[src/rtl/bridge_pkg.sv]
`timescale 1ns/1ps
package bridge_pkg;
    typedef enum logic [1:0] {
        ST_IDLE   = 2'd0,
        ST_SETUP  = 2'd1,
        ST_ACCESS = 2'd2,
        ST_RESP   = 2'd3
    } bridge_state_e;
endpackage

[src/rtl/slot_decoder.sv]
`timescale 1ns/1ps
module slot_decoder #(
    parameter int          ADDR_W    = 32,
    parameter int          N_SLOTS   = 8,
    parameter int          SLOT_AW   = 12,
    parameter logic [31:0] BASE_ADDR = 32'h4000_0000
) (
    input  logic [ADDR_W-1:0]  addr,
    output logic               hit,
    output logic [N_SLOTS-1:0] sel_onehot
);
    localparam int IDX_W      = $clog2(N_SLOTS);
    localparam int REGION_LSB = SLOT_AW + IDX_W;

    logic [IDX_W-1:0] idx;

    assign hit = (addr[ADDR_W-1:REGION_LSB] == BASE_ADDR[ADDR_W-1:REGION_LSB]);
    assign idx = addr[REGION_LSB-1:SLOT_AW];

    for (genvar k = 0; k < N_SLOTS; k++) begin : g_sel
        assign sel_onehot[k] = hit && (idx == IDX_W'(k));
    end
endmodule

[src/rtl/access_gate.sv]
`timescale 1ns/1ps
module access_gate #(
    parameter int N_SLOTS = 8
) (
    input  logic               hit,
    input  logic [N_SLOTS-1:0] sel_onehot,
    input  logic [N_SLOTS-1:0] slot_secure,
    input  logic               ns,
    output logic               allow
);
    logic target_secure;

    assign target_secure = |(sel_onehot & slot_secure);
    assign allow         = hit && !(ns && target_secure);
endmodule

[src/rtl/secure_periph_bridge.sv]
`timescale 1ns/1ps
module secure_periph_bridge #(
    parameter int          ADDR_W    = 32,
    parameter int          DATA_W    = 32,
    parameter int          N_SLOTS   = 8,
    parameter int          SLOT_AW   = 12,
    parameter logic [31:0] BASE_ADDR = 32'h4000_0000
) (
    input  logic               clk,
    input  logic               rst_n,
    input  logic [N_SLOTS-1:0] slot_secure,
    input  logic               up_valid,
    input  logic               up_write,
    input  logic               up_ns,
    input  logic [ADDR_W-1:0]  up_addr,
    input  logic [DATA_W-1:0]  up_wdata,
    output logic               up_done,
    output logic               up_err,
    output logic [DATA_W-1:0]  up_rdata,
    output logic [N_SLOTS-1:0] p_sel,
    output logic               p_enable,
    output logic               p_write,
    output logic [SLOT_AW-1:0] p_addr,
    output logic [DATA_W-1:0]  p_wdata,
    input  logic [DATA_W-1:0]  p_rdata,
    input  logic               p_ready,
    input  logic               p_slverr
);
    import bridge_pkg::*;

    bridge_state_e state, nxt;

    logic               dec_hit;
    logic [N_SLOTS-1:0] dec_sel;
    logic               allow;

    logic [N_SLOTS-1:0] sel_q;
    logic [SLOT_AW-1:0] off_q;
    logic               write_q;
    logic [DATA_W-1:0]  wdata_q;
    logic               err_q;
    logic [DATA_W-1:0]  data_q;

    slot_decoder #(
        .ADDR_W(ADDR_W), .N_SLOTS(N_SLOTS), .SLOT_AW(SLOT_AW), .BASE_ADDR(BASE_ADDR)
    ) u_dec (
        .addr(up_addr), .hit(dec_hit), .sel_onehot(dec_sel)
    );

    access_gate #(.N_SLOTS(N_SLOTS)) u_gate (
        .hit(dec_hit), .sel_onehot(dec_sel), .slot_secure(slot_secure),
        .ns(up_ns), .allow(allow)
    );

    // State register
    always_ff @(posedge clk) begin
        if (!rst_n) state <= ST_IDLE;
        else        state <= nxt;
    end

    // Request capture and response datapath
    always_ff @(posedge clk) begin
        if (!rst_n) begin
            sel_q   <= '0;
            off_q   <= '0;
            write_q <= 1'b0;
            wdata_q <= '0;
            err_q   <= 1'b0;
            data_q  <= '0;
        end else begin
            if (state == ST_IDLE && up_valid) begin
                sel_q   <= allow ? dec_sel : '0;
                off_q   <= up_addr[SLOT_AW-1:0];
                write_q <= up_write;
                wdata_q <= up_wdata;
                err_q   <= !allow;
                data_q  <= '0;
            end else if (state == ST_ACCESS && p_ready) begin
                err_q  <= p_slverr;
                data_q <= (!write_q && !p_slverr) ? p_rdata : '0;
            end
        end
    end

    // Next state and outputs
    always_comb begin
        nxt      = state;
        p_sel    = '0;
        p_enable = 1'b0;
        up_done  = 1'b0;
        up_err   = 1'b0;
        up_rdata = '0;
        unique case (state)
            ST_IDLE: begin
                if (up_valid) nxt = allow ? ST_SETUP : ST_RESP;
            end
            ST_SETUP: begin
                p_sel = sel_q;
                nxt   = ST_ACCESS;
            end
            ST_ACCESS: begin
                p_sel    = sel_q;
                p_enable = 1'b1;
                if (p_ready) nxt = ST_RESP;
            end
            ST_RESP: begin
                up_done  = 1'b1;
                up_err   = err_q;
                up_rdata = data_q;
                nxt      = ST_IDLE;
            end
        endcase
    end

    assign p_write = write_q;
    assign p_addr  = off_q;
    assign p_wdata = wdata_q;
endmodule

[config.mk]
export PLATFORM = sky130hd
export DESIGN_NAME = secure_periph_bridge
export DESIGN_NICKNAME = d
export VERILOG_FILES = /design/src/rtl/bridge_pkg.sv /design/src/rtl/slot_decoder.sv /design/src/rtl/access_gate.sv /design/src/rtl/secure_periph_bridge.sv
export SDC_FILE = /design/constraint.sdc
export NUM_CORES = 1
export LEC_CHECK = 0
export ABC_CLOCK_PERIOD_IN_PS = 1890
export BUFFER_PORTS_ARGS = -buffer_cell sky130_fd_sc_hd__buf_2
export CAP_MARGIN = 15
export CELL_PAD_IN_SITES_DETAIL_PLACEMENT = 1
export CELL_PAD_IN_SITES_GLOBAL_PLACEMENT = 1
export CORE_ASPECT_RATIO = 0.5
export CORE_MARGIN = 3
export CORE_UTILIZATION = 30
export CTS_CLUSTER_DIAMETER = 200
export DETAILED_ROUTE_END_ITERATION = 12
export PLACE_DENSITY_LB_ADDON = 0.1
export SLEW_MARGIN = 10
export SYNTH_ARGS = -nofsm -noshare
export SYNTH_HDL_FRONTEND = slang
export SYNTH_SLANG_ARGS = --single-unit
[constraint.sdc]
create_clock -name clk -period 1.89 [get_ports clk]
set_input_delay 0.378 -clock clk [delete_from_list [all_inputs] [get_ports clk]]
set_output_delay 0.378 -clock clk [all_outputs]
set_load 0.005 [all_outputs]
# Word-level counts from Yosys, hierarchy flattened
# Index checks and enable logic that the tools add are counted.
[totals]
register_bits = 88
inputBits = 111
out_inout_bits = 88
elab_cells = 59
[op_classes]
n_eq_ne = 13
n_mux = 13
bitwise_logic = 2
reduce_logical = 24
[op_table]
columns = ["operator", "n"]
rows = [
  ["32-bit two-way mux", 2],
  ["17-bit by 16-bit equality test with 1-bit output (second input constant)", 1],
  ["8-bit two-way mux", 2],
  ["1-bit logical AND", 13],
  ["3-bit equality test (second input constant)", 4],
  ["8-bit AND", 1],
  ["2-bit one-hot mux with 4 select lines", 1],
  ["8-bit OR reduction", 1],
  ["3-bit by 2-bit equality test with 1-bit output (second input constant)", 2],
  ["2-bit two-way mux", 3],
  ["1-bit two-way mux", 5],
  ["2-bit equality test (second input constant)", 2],
  ["1-bit logical NOT", 4],
  ["2-bit != test (second input constant)", 2],
  ["2-bit OR reduction", 2],
  ["3-bit by 1-bit equality test with 1-bit output (second input constant)", 1],
  ["3-bit logical NOT", 1],
  ["2-bit by 1-bit equality test with 1-bit output (second input constant)", 1],
  ["2-bit logical NOT", 1],
  ["2-bit AND reduction", 1],
  ["2-bit nonzero test", 1],
  ["1-bit inverter", 1],
]

# Depth between registers and ports, before layout
# Gate-level depths: netlist (run 1).
[depth]
depth_word = 10
ltp_mapped = 8
depth_no_buf = 6

# By module
# From an unflattened synthesis (run 1), not the netlist that was laid out.
[unflattened]
hier_cells = 439
hier_area_um2 = 3990.1
[modules_own_cells]
columns = ["mod", "n_inst", "cells_each", "area_each_um2", "seq_area_each_um2"]
rows = [
  ["secure_periph_bridge", 1, 411, 3781.1, 1761.7],
  ["slot_decoder", 1, 22, 160.2, 0.0],
  ["access_gate", 1, 6, 48.8, 0.0],
]

# Worst setup path before layout (run 1)
# No wires, ideal clock.
[synth_timing]
path_type = "flip-flop to flip-flop"
from = "register state[0]"
to = "register data_q[21]"
setup_time_ns = 0.065
t_arrival_ns = 1.550
t_required_ns = 1.825
slack_ns = 0.275
stages_incl_launch_ff = 8
n_path_buf = 1
cell_sequence = "dfxtp_1 > inv_1 > ha_1 > nand2_1 > nor3_1 > clkbuf_1 > a22oi_1 > nor2_1"
[synth_via]
elab_chain_cells = 3
[synth_lines]
columns = ["element", "line", "text"]
rows = [
  ["start, declared", "secure_periph_bridge.sv:31", "bridge_state_e state, nxt;"],
  ["start signal, assigned", "secure_periph_bridge.sv:58", "else state <= nxt;"],
  ["2-bit logical NOT", "secure_periph_bridge.sv:71", "if (state == ST_IDLE && up_valid) begin"],
  ["1-bit logical AND", "secure_periph_bridge.sv:71", ""],
  ["2-bit OR reduction (no line)", "-", ""],
  ["end signal, assigned", "secure_periph_bridge.sv:80", "data_q <= (!write_q && !p_slverr) ? p_rdata : '0;"],
  ["end, declared", "secure_periph_bridge.sv:42", "logic [DATA_W-1:0] data_q;"],
]
# Parallel ways exist; a longest one is shown, timed or not.
# A chain may end at the register's enable or synchronous reset.

# Final worst setup path (run 1)
[layout_timing]
from = "register state[0]"
to = "output p_sel[0]"
[layout_via]
elab_chain_cells = 3
[layout_lines]
columns = ["element", "line", "text"]
rows = [
  ["2-bit equality test / 2-bit by 1-bit equality test with 1-bit output (equally long branches)", "secure_periph_bridge.sv:93", "unique case (state)"],
  ["2-bit OR reduction (no line) (*)", "-", ""],
  ["8-bit two-way mux (*)", "secure_periph_bridge.sv:93", ""],
  ["end, declared", "secure_periph_bridge.sv:20", "output logic [N_SLOTS-1:0] p_sel,"],
]
# Every way passes the cells marked *; elsewhere a longest branch is shown, timed or not.

==> impl_metrics.csv, run 1 <==
group,metric,value,unit
timing,finalCritPeriodShare,0.9315,
min_path,holdCritPathClass,"in2reg",
final_layout,multi_input_area,0.001428,mm2
setup_path,critPathLaunchType,"flip-flop",
timing,setup_violations,0,
routing,wl_per_cell,14.97,um
floorplanning,die-area,0.01239,mm2
synth,synthCells,333,
grt,grt_max_degree,54,
clocking,cts_sinks,88,
outcome,outcome,"finished, final reports clean",
routing,dr.first_iter.drc_count,158,
final_layout,area_delta_synth_final,45.19,%
timing,hold_violations,0,
placed_design,hpwl,7297,um
power,p_leak,2.349,nW
final_layout,drive_above_1_share,0.4313,
routing,totalWireLength,10040,um
synth,synth.avg_cell_area,9.927,um2
synth,synth_area,0.003306,mm2
synth,ys_seq_area_frac,0.5329,
synth,synth.area.top_cells,"dfxtp_1 (53%), a22o_1 (12%), and2_1 (7.9%)",
grt,grt_pass1_wl,15820,um
clocking,cts_made_buffers,9,
clocking,clock_tree.buffer_depth,2,
setup_path,cp.required,1.51,ns
power,power_density,1076,mW/mm2
routing,ant_nets,0,
routing,drc,0,
routing,firstDrtPassIters,4,
placed_design,globalplace.congestion,0.7026,
clocking,path_clk_slew,0.07,ns
final_layout,nNetsFinal,641,
floorplanning,dieWidth,154.5,um
routing,num_vias,3189,
synth,synth-seq-cells,88,
setup_path,arrival,1.38,ns
grt,grt_pass1_vias,3234,
timing,rsz0062_at_grt,"no",
grt,overflow,0,
floorplanning,rows,26,
synth,synth_nets,448,
grt,grtUsageTotal,0.1577,
clocking,cts_resized,2,
final_layout,fillers,1265,
timing,maxSlewHeadroom,0.7208,
synth,synthTopCellsByCount,"dfxtp_1 (88), a22o_1 (45), and2_1 (42)",
floorplanning,ios,199,
synth,async_flop_share,0,
clocking,clk_latency,0.34,ns
clocking,cts_setup_buffers,0,
clocking,cts_tree,"done",
clocking,htree_levels,3,
power,irDropWorstVdd,456.0,uV
timing,slew_viol_final,0,
synth,yosys.cell_types.count,31,
final_layout,n_antenna_cell,0,
setup_path,path_class,"reg2out",
synth,synth-edff-count,0,
synth,yosys_warnings,0,
power,total_power,5.165,mW
timing,fmax,568.0,MHz
floorplanning,initial_utilization,0.3156,
grt,antenna_found_initial,0,
synth,synth_top_area_frac,0.5329,
clocking,ctsHoldBuffers,0,
clocking,cts_root_buf,"clkbuf_16",
setup_path,end_kind,"output port",
routing,viasPerCell,4.753,
setup_path,crit_fanout,9,
timing,tns,0,ns
timing,worst_slew_pin_slew,0.4082,ns
timing,fin_worst_skew,0.008949,ns
run,drv_cap,0,
timing,final_period_minus_worst_setup_slack,1.761,ns
final_layout,regArea,0.001763,mm2
placed_design,numPortBuffers,198,
synth,yosysTopAreaCell,"dfxtp_1",
synth,yosysMostFrequentCell,"dfxtp_1",
floorplanning,die_h,80.23,um
timing,whs,0.2453,ns
synth,ys.flop_type,"dfxtp_1",
floorplanning,coreArea,0.01048,mm2
-- worst max-delay path, stage by stage, from the launching register on --
cell and delay, ns:
dfxtp_1 0.36, inv_1 0.12, ha_4 0.28, and2_1 0.17
buf_2 0.12
-- per-stage QoR --
step	area, um2	setup slack [ns]	std cells	utilization
6_report	4800	0.1294	671	0.4582
5_1_grt	4800	0.02722	671	0.4582
4_1_cts	4790	0.01951	671	0.4572
3_5_place_dp	4482	0.04835	655	0.4279
3_3_place_gp	4482	0.1025	655	0.4279
2_1_floorplan	3306	0.2752	333	-
-- registers in the layout, indices dropped and copies added (netlist names) --
name	count
p_addr	12
err_q	1
p_wdata	32
sel_q	8
p_write	1
state	2
data_q	32
-- layout make-up --
type                    instances  share of cell area
clock buffers                   9             0.04692
clock inverters                 7             0.01642
inverters                       7            0.005474
multi-input cells             212              0.2974
flip-flops and latches         88              0.3673
well taps                     140             0.03650
repair buffers                208              0.2299
-- cell usage in the layout (no fill, tap or decap), drive strengths merged, types with 2 or more instances in the layout --
cell,netlist,routed
nand4,7,7
o21ai,8,8
a22o,45,45
nand2,13,13
buf,5,208
ha,4,4
dfxtp,88,88
clkinvlp,0,3
nor2,36,36
a22oi,32,32
mux2i,5,5
nand3,2,2
and2,42,42
nor4,3,3
inv,7,9
clkbuf,21,9
-- final timing paths --
| kind | from | end | slack (ns) | depth (start not counted) |
|---|---|---|---|---|
| setup / recovery | state[0]$_SDFFE_PN0P_ | p_sel[0] | 0.13 | 4 |
| hold / removal | up_wdata[15] | p_wdata[15]$_SDFFE_PN0P_ | 0.25 | 2 |
| setup reg to reg | state[0]$_SDFFE_PN0P_ | data_q[17]$_SDFFE_PP0P_ | 0.24 | 6 |
| hold reg to reg | sel_q[0]$_SDFFE_PN0P_ | sel_q[0]$_SDFFE_PN0P_ | 0.45 | 2 |
-- layer usage --
layer,up-vias,global-route usage,routed length (um)
li1,1576,-,-
met1,1505,0.1875,4451
met2,100,0.2674,4742
met3,8,0.06781,786
met4,0,0.03436,61
met5,-,0,0
-- power by group --
part	total, mW	internal (mW)	switching, mW
Clock	1.79	1.04	0.756
Combinational	1.18	0.542	0.634
Sequential	2.20	2.08	0.116
-- logic make-up after synthesis --
logic type,Yosys count,synth area share
compound gates,94,0.2267
fa+ha+maj,4,0.01514
buf+inv,33,0.04126
flops,88,0.5329
mux,5,0.01514
simple gates,109,0.1688
Note: power is estimated with default switching activity, not from simulation.
==> run 2: changes to the inputs <==
==> constraint.sdc (replaced) <==
create_clock -name clk -period 1.89 [get_ports clk]
set_input_delay 0.0945 -clock clk [delete_from_list [all_inputs] [get_ports clk]]
set_output_delay 0.0945 -clock clk [all_outputs]
set_load 0.005 [all_outputs]
==> impl_metrics.csv, run 2 (same netlist as run 1, synthesis figures left out) <==
group,metric,value,unit
setup_path,crit_family,"flip-flops",
clocking,path_clk_slew,0.06,ns
grt,grt_pass1_vias,3636,
grt,grt_max_degree,54,
run,drv_cap,0,
setup_path,cp_slowest_cell,"dfxtp_1",
setup_path,reg2reg_from,"state[0]$_SDFFE_PN0P_",
min_path,min_to,"data_q[1]$_SDFFE_PP0P_",
timing,worst_slew_pin_slew,0.3771,ns
min_path,holdCritPathClass,"in2reg",
setup_path,cpPeakStageDelay,0.38,ns
routing,wl_per_cell,15.45,um
grt,grtUsageTotal,0.1757,
setup_path,reg2reg_depth,6,
setup_path,arrival,1.51,ns
floorplanning,dieWidth,154.5,um
final_layout,fillers,1264,
routing,num_vias,3438,
setup_path,path_buf_inv,2,
placed_design,numPortBuffers,198,
min_path,min_from,"p_rdata[1]",
floorplanning,die-area,0.01239,mm2
floorplanning,ios,199,
grt,overflow,0,
floorplanning,initial_utilization,0.3156,
timing,fin_worst_skew,0.006400,ns
final_layout,mostFrequentLayoutCells,"buf_2 (198), dfxtp_1 (88), dlygate4sd3_1 (53), a22o_1 (45), and2_1 (41)",
clocking,cts_made_buffers,9,
placed_design,globalplace.congestion,0.6987,
final_layout,drive_above_1_share,0.3866,
timing,rsz0062_at_grt,"no",
timing,slew_viol_final,0,
clocking,cts_sinks,88,
final_layout,layout_commonest_cell,"buf_2",
setup_path,critPathLaunchType,"flip-flop",
final_layout,area_delta_synth_final,61.28,%
floorplanning,rows,26,
routing,totalWireLength,11170,um
power,irDropWorstVdd,495.4,uV
clocking,htree_levels,3,
placed_design,hpwl,7158,um
timing,final_period_minus_worst_setup_slack,1.601,ns
setup_path,worst-r2r-setup-slack,0.33,ns
floorplanning,coreArea,0.01048,mm2
setup_path,cp.required,1.80,ns
clocking,cts_tree,"done",
routing,firstDrtPassIters,5,
timing,setup_violations,0,
setup_path,end_kind,"output port",
timing,tns,0,ns
timing,finalCritPeriodShare,0.8473,
routing,ant_nets,0,
clocking,clk_latency,0.33,ns
setup_path,path_class,"reg2out",
grt,grt_pass1_wl,17550,um
power,power_density,1024,mW/mm2
final_layout,post-route-util,0.5090,
setup_path,r2r_end,"data_q[25]$_SDFFE_PP0P_",
timing,whs,0.003574,ns
setup_path,crit_fanout,9,
routing,dr.first_iter.drc_count,86,
floorplanning,die_h,80.23,um
outcome,outcome,"finished, final reports clean",
min_path,worstHoldPathCells,3,
final_layout,nNetsFinal,692,
timing,hold_violations,0,
clocking,cts_root_buf,"clkbuf_16",
clocking,clock_tree.buffer_depth,2,
power,p_leak,2.580,nW
routing,viasPerCell,4.755,
grt,antenna_found_initial,0,
routing,drc,0,
timing,fmax,624.5,MHz
setup_path,crit_chain,"inv_1 > ha_1 > and2_1 > buf_2",
timing,maxSlewHeadroom,0.7421,
[run 2: how the worst max path moves through the flow]
| stage | startpoint | end | cells after the start |
|---|---|---|---|
| 2_1_floorplan | state[0]$_SDFFE_PN0P_ | data_q[21]$_SDFFE_PP0P_ | 7 |
| 3_3_place_gp | up_addr[26] | state[1]$_SDFFE_PN0P_ | 5 |
| 3_5_place_dp | up_addr[26] | state[1]$_SDFFE_PN0P_ | 5 |
| 4_1_cts | state[0]$_SDFFE_PN0P_ | p_sel[1] | 4 |
| 5_1_grt | state[1]$_SDFFE_PN0P_ | p_sel[3] | 4 |
| 6_report | state[1]$_SDFFE_PN0P_ | p_sel[3] | 4 |
[run 2: worst reg2reg max path: cells and delay by family (launching register included)]
family	cells	cell delay, ns
buf+inv	2	0.44
flops	1	0.35
simple gates	2	0.29
fa+ha+maj	1	0.25
compound gates	1	0.16
[run 2: final cells by class]
| type | count | area (um2) | area share |
|---|---|---|---|
| antenna | 1 | 2.502 | 0.0004694 |
| clock buffer | 9 | 225.2 | 0.04224 |
| clock inverter | 7 | 118.9 | 0.02230 |
| inverter | 7 | 26.28 | 0.004928 |
| multi-input combinational | 212 | 1415 | 0.2654 |
| sequential | 88 | 1762 | 0.3304 |
| tap | 140 | 175.2 | 0.03286 |
| timing repair buffer | 259 | 1607 | 0.3013 |
[run 2: routing by layer]
metal  global-route usage  routed length (um)
met1               0.1953                4568
met4              0.04758                 151
met3              0.06620                 859
met2               0.3191                5594
met5                    0                   0
[run 2: stage by stage]
stage	cell area, um2	instances	total power, mW	setup WS [ns]
after floorplan	3306	333	2.844	0.2752
after global placement	4454	653	3.369	0.3178
after detailed placement	4454	653	3.381	0.3060
after CTS	5329	722	5.518	0.2636
after global routing	5329	722	5.779	0.1622
final	5331	723	5.457	0.2887
[run 2: timing repair]
item / in CTS / in global routing
hold buffers: 53 / 0
hold endpoints to repair: 53 / 0
resized for setup: 0 / 0
buffers inserted: 0 / 0
[run 2: power by group]
| part | internal, mW | switching [mW] | leakage [nW] | total [mW] |
|---|---|---|---|---|
| clock | 1.29 | 0.732 | 0.162 | 2.03 |
| combinational | 0.573 | 0.657 | 1.70 | 1.23 |
| sequential | 2.08 | 0.121 | 0.716 | 2.20 |
| total | 3.95 | 1.51 | 2.58 | 5.46 |
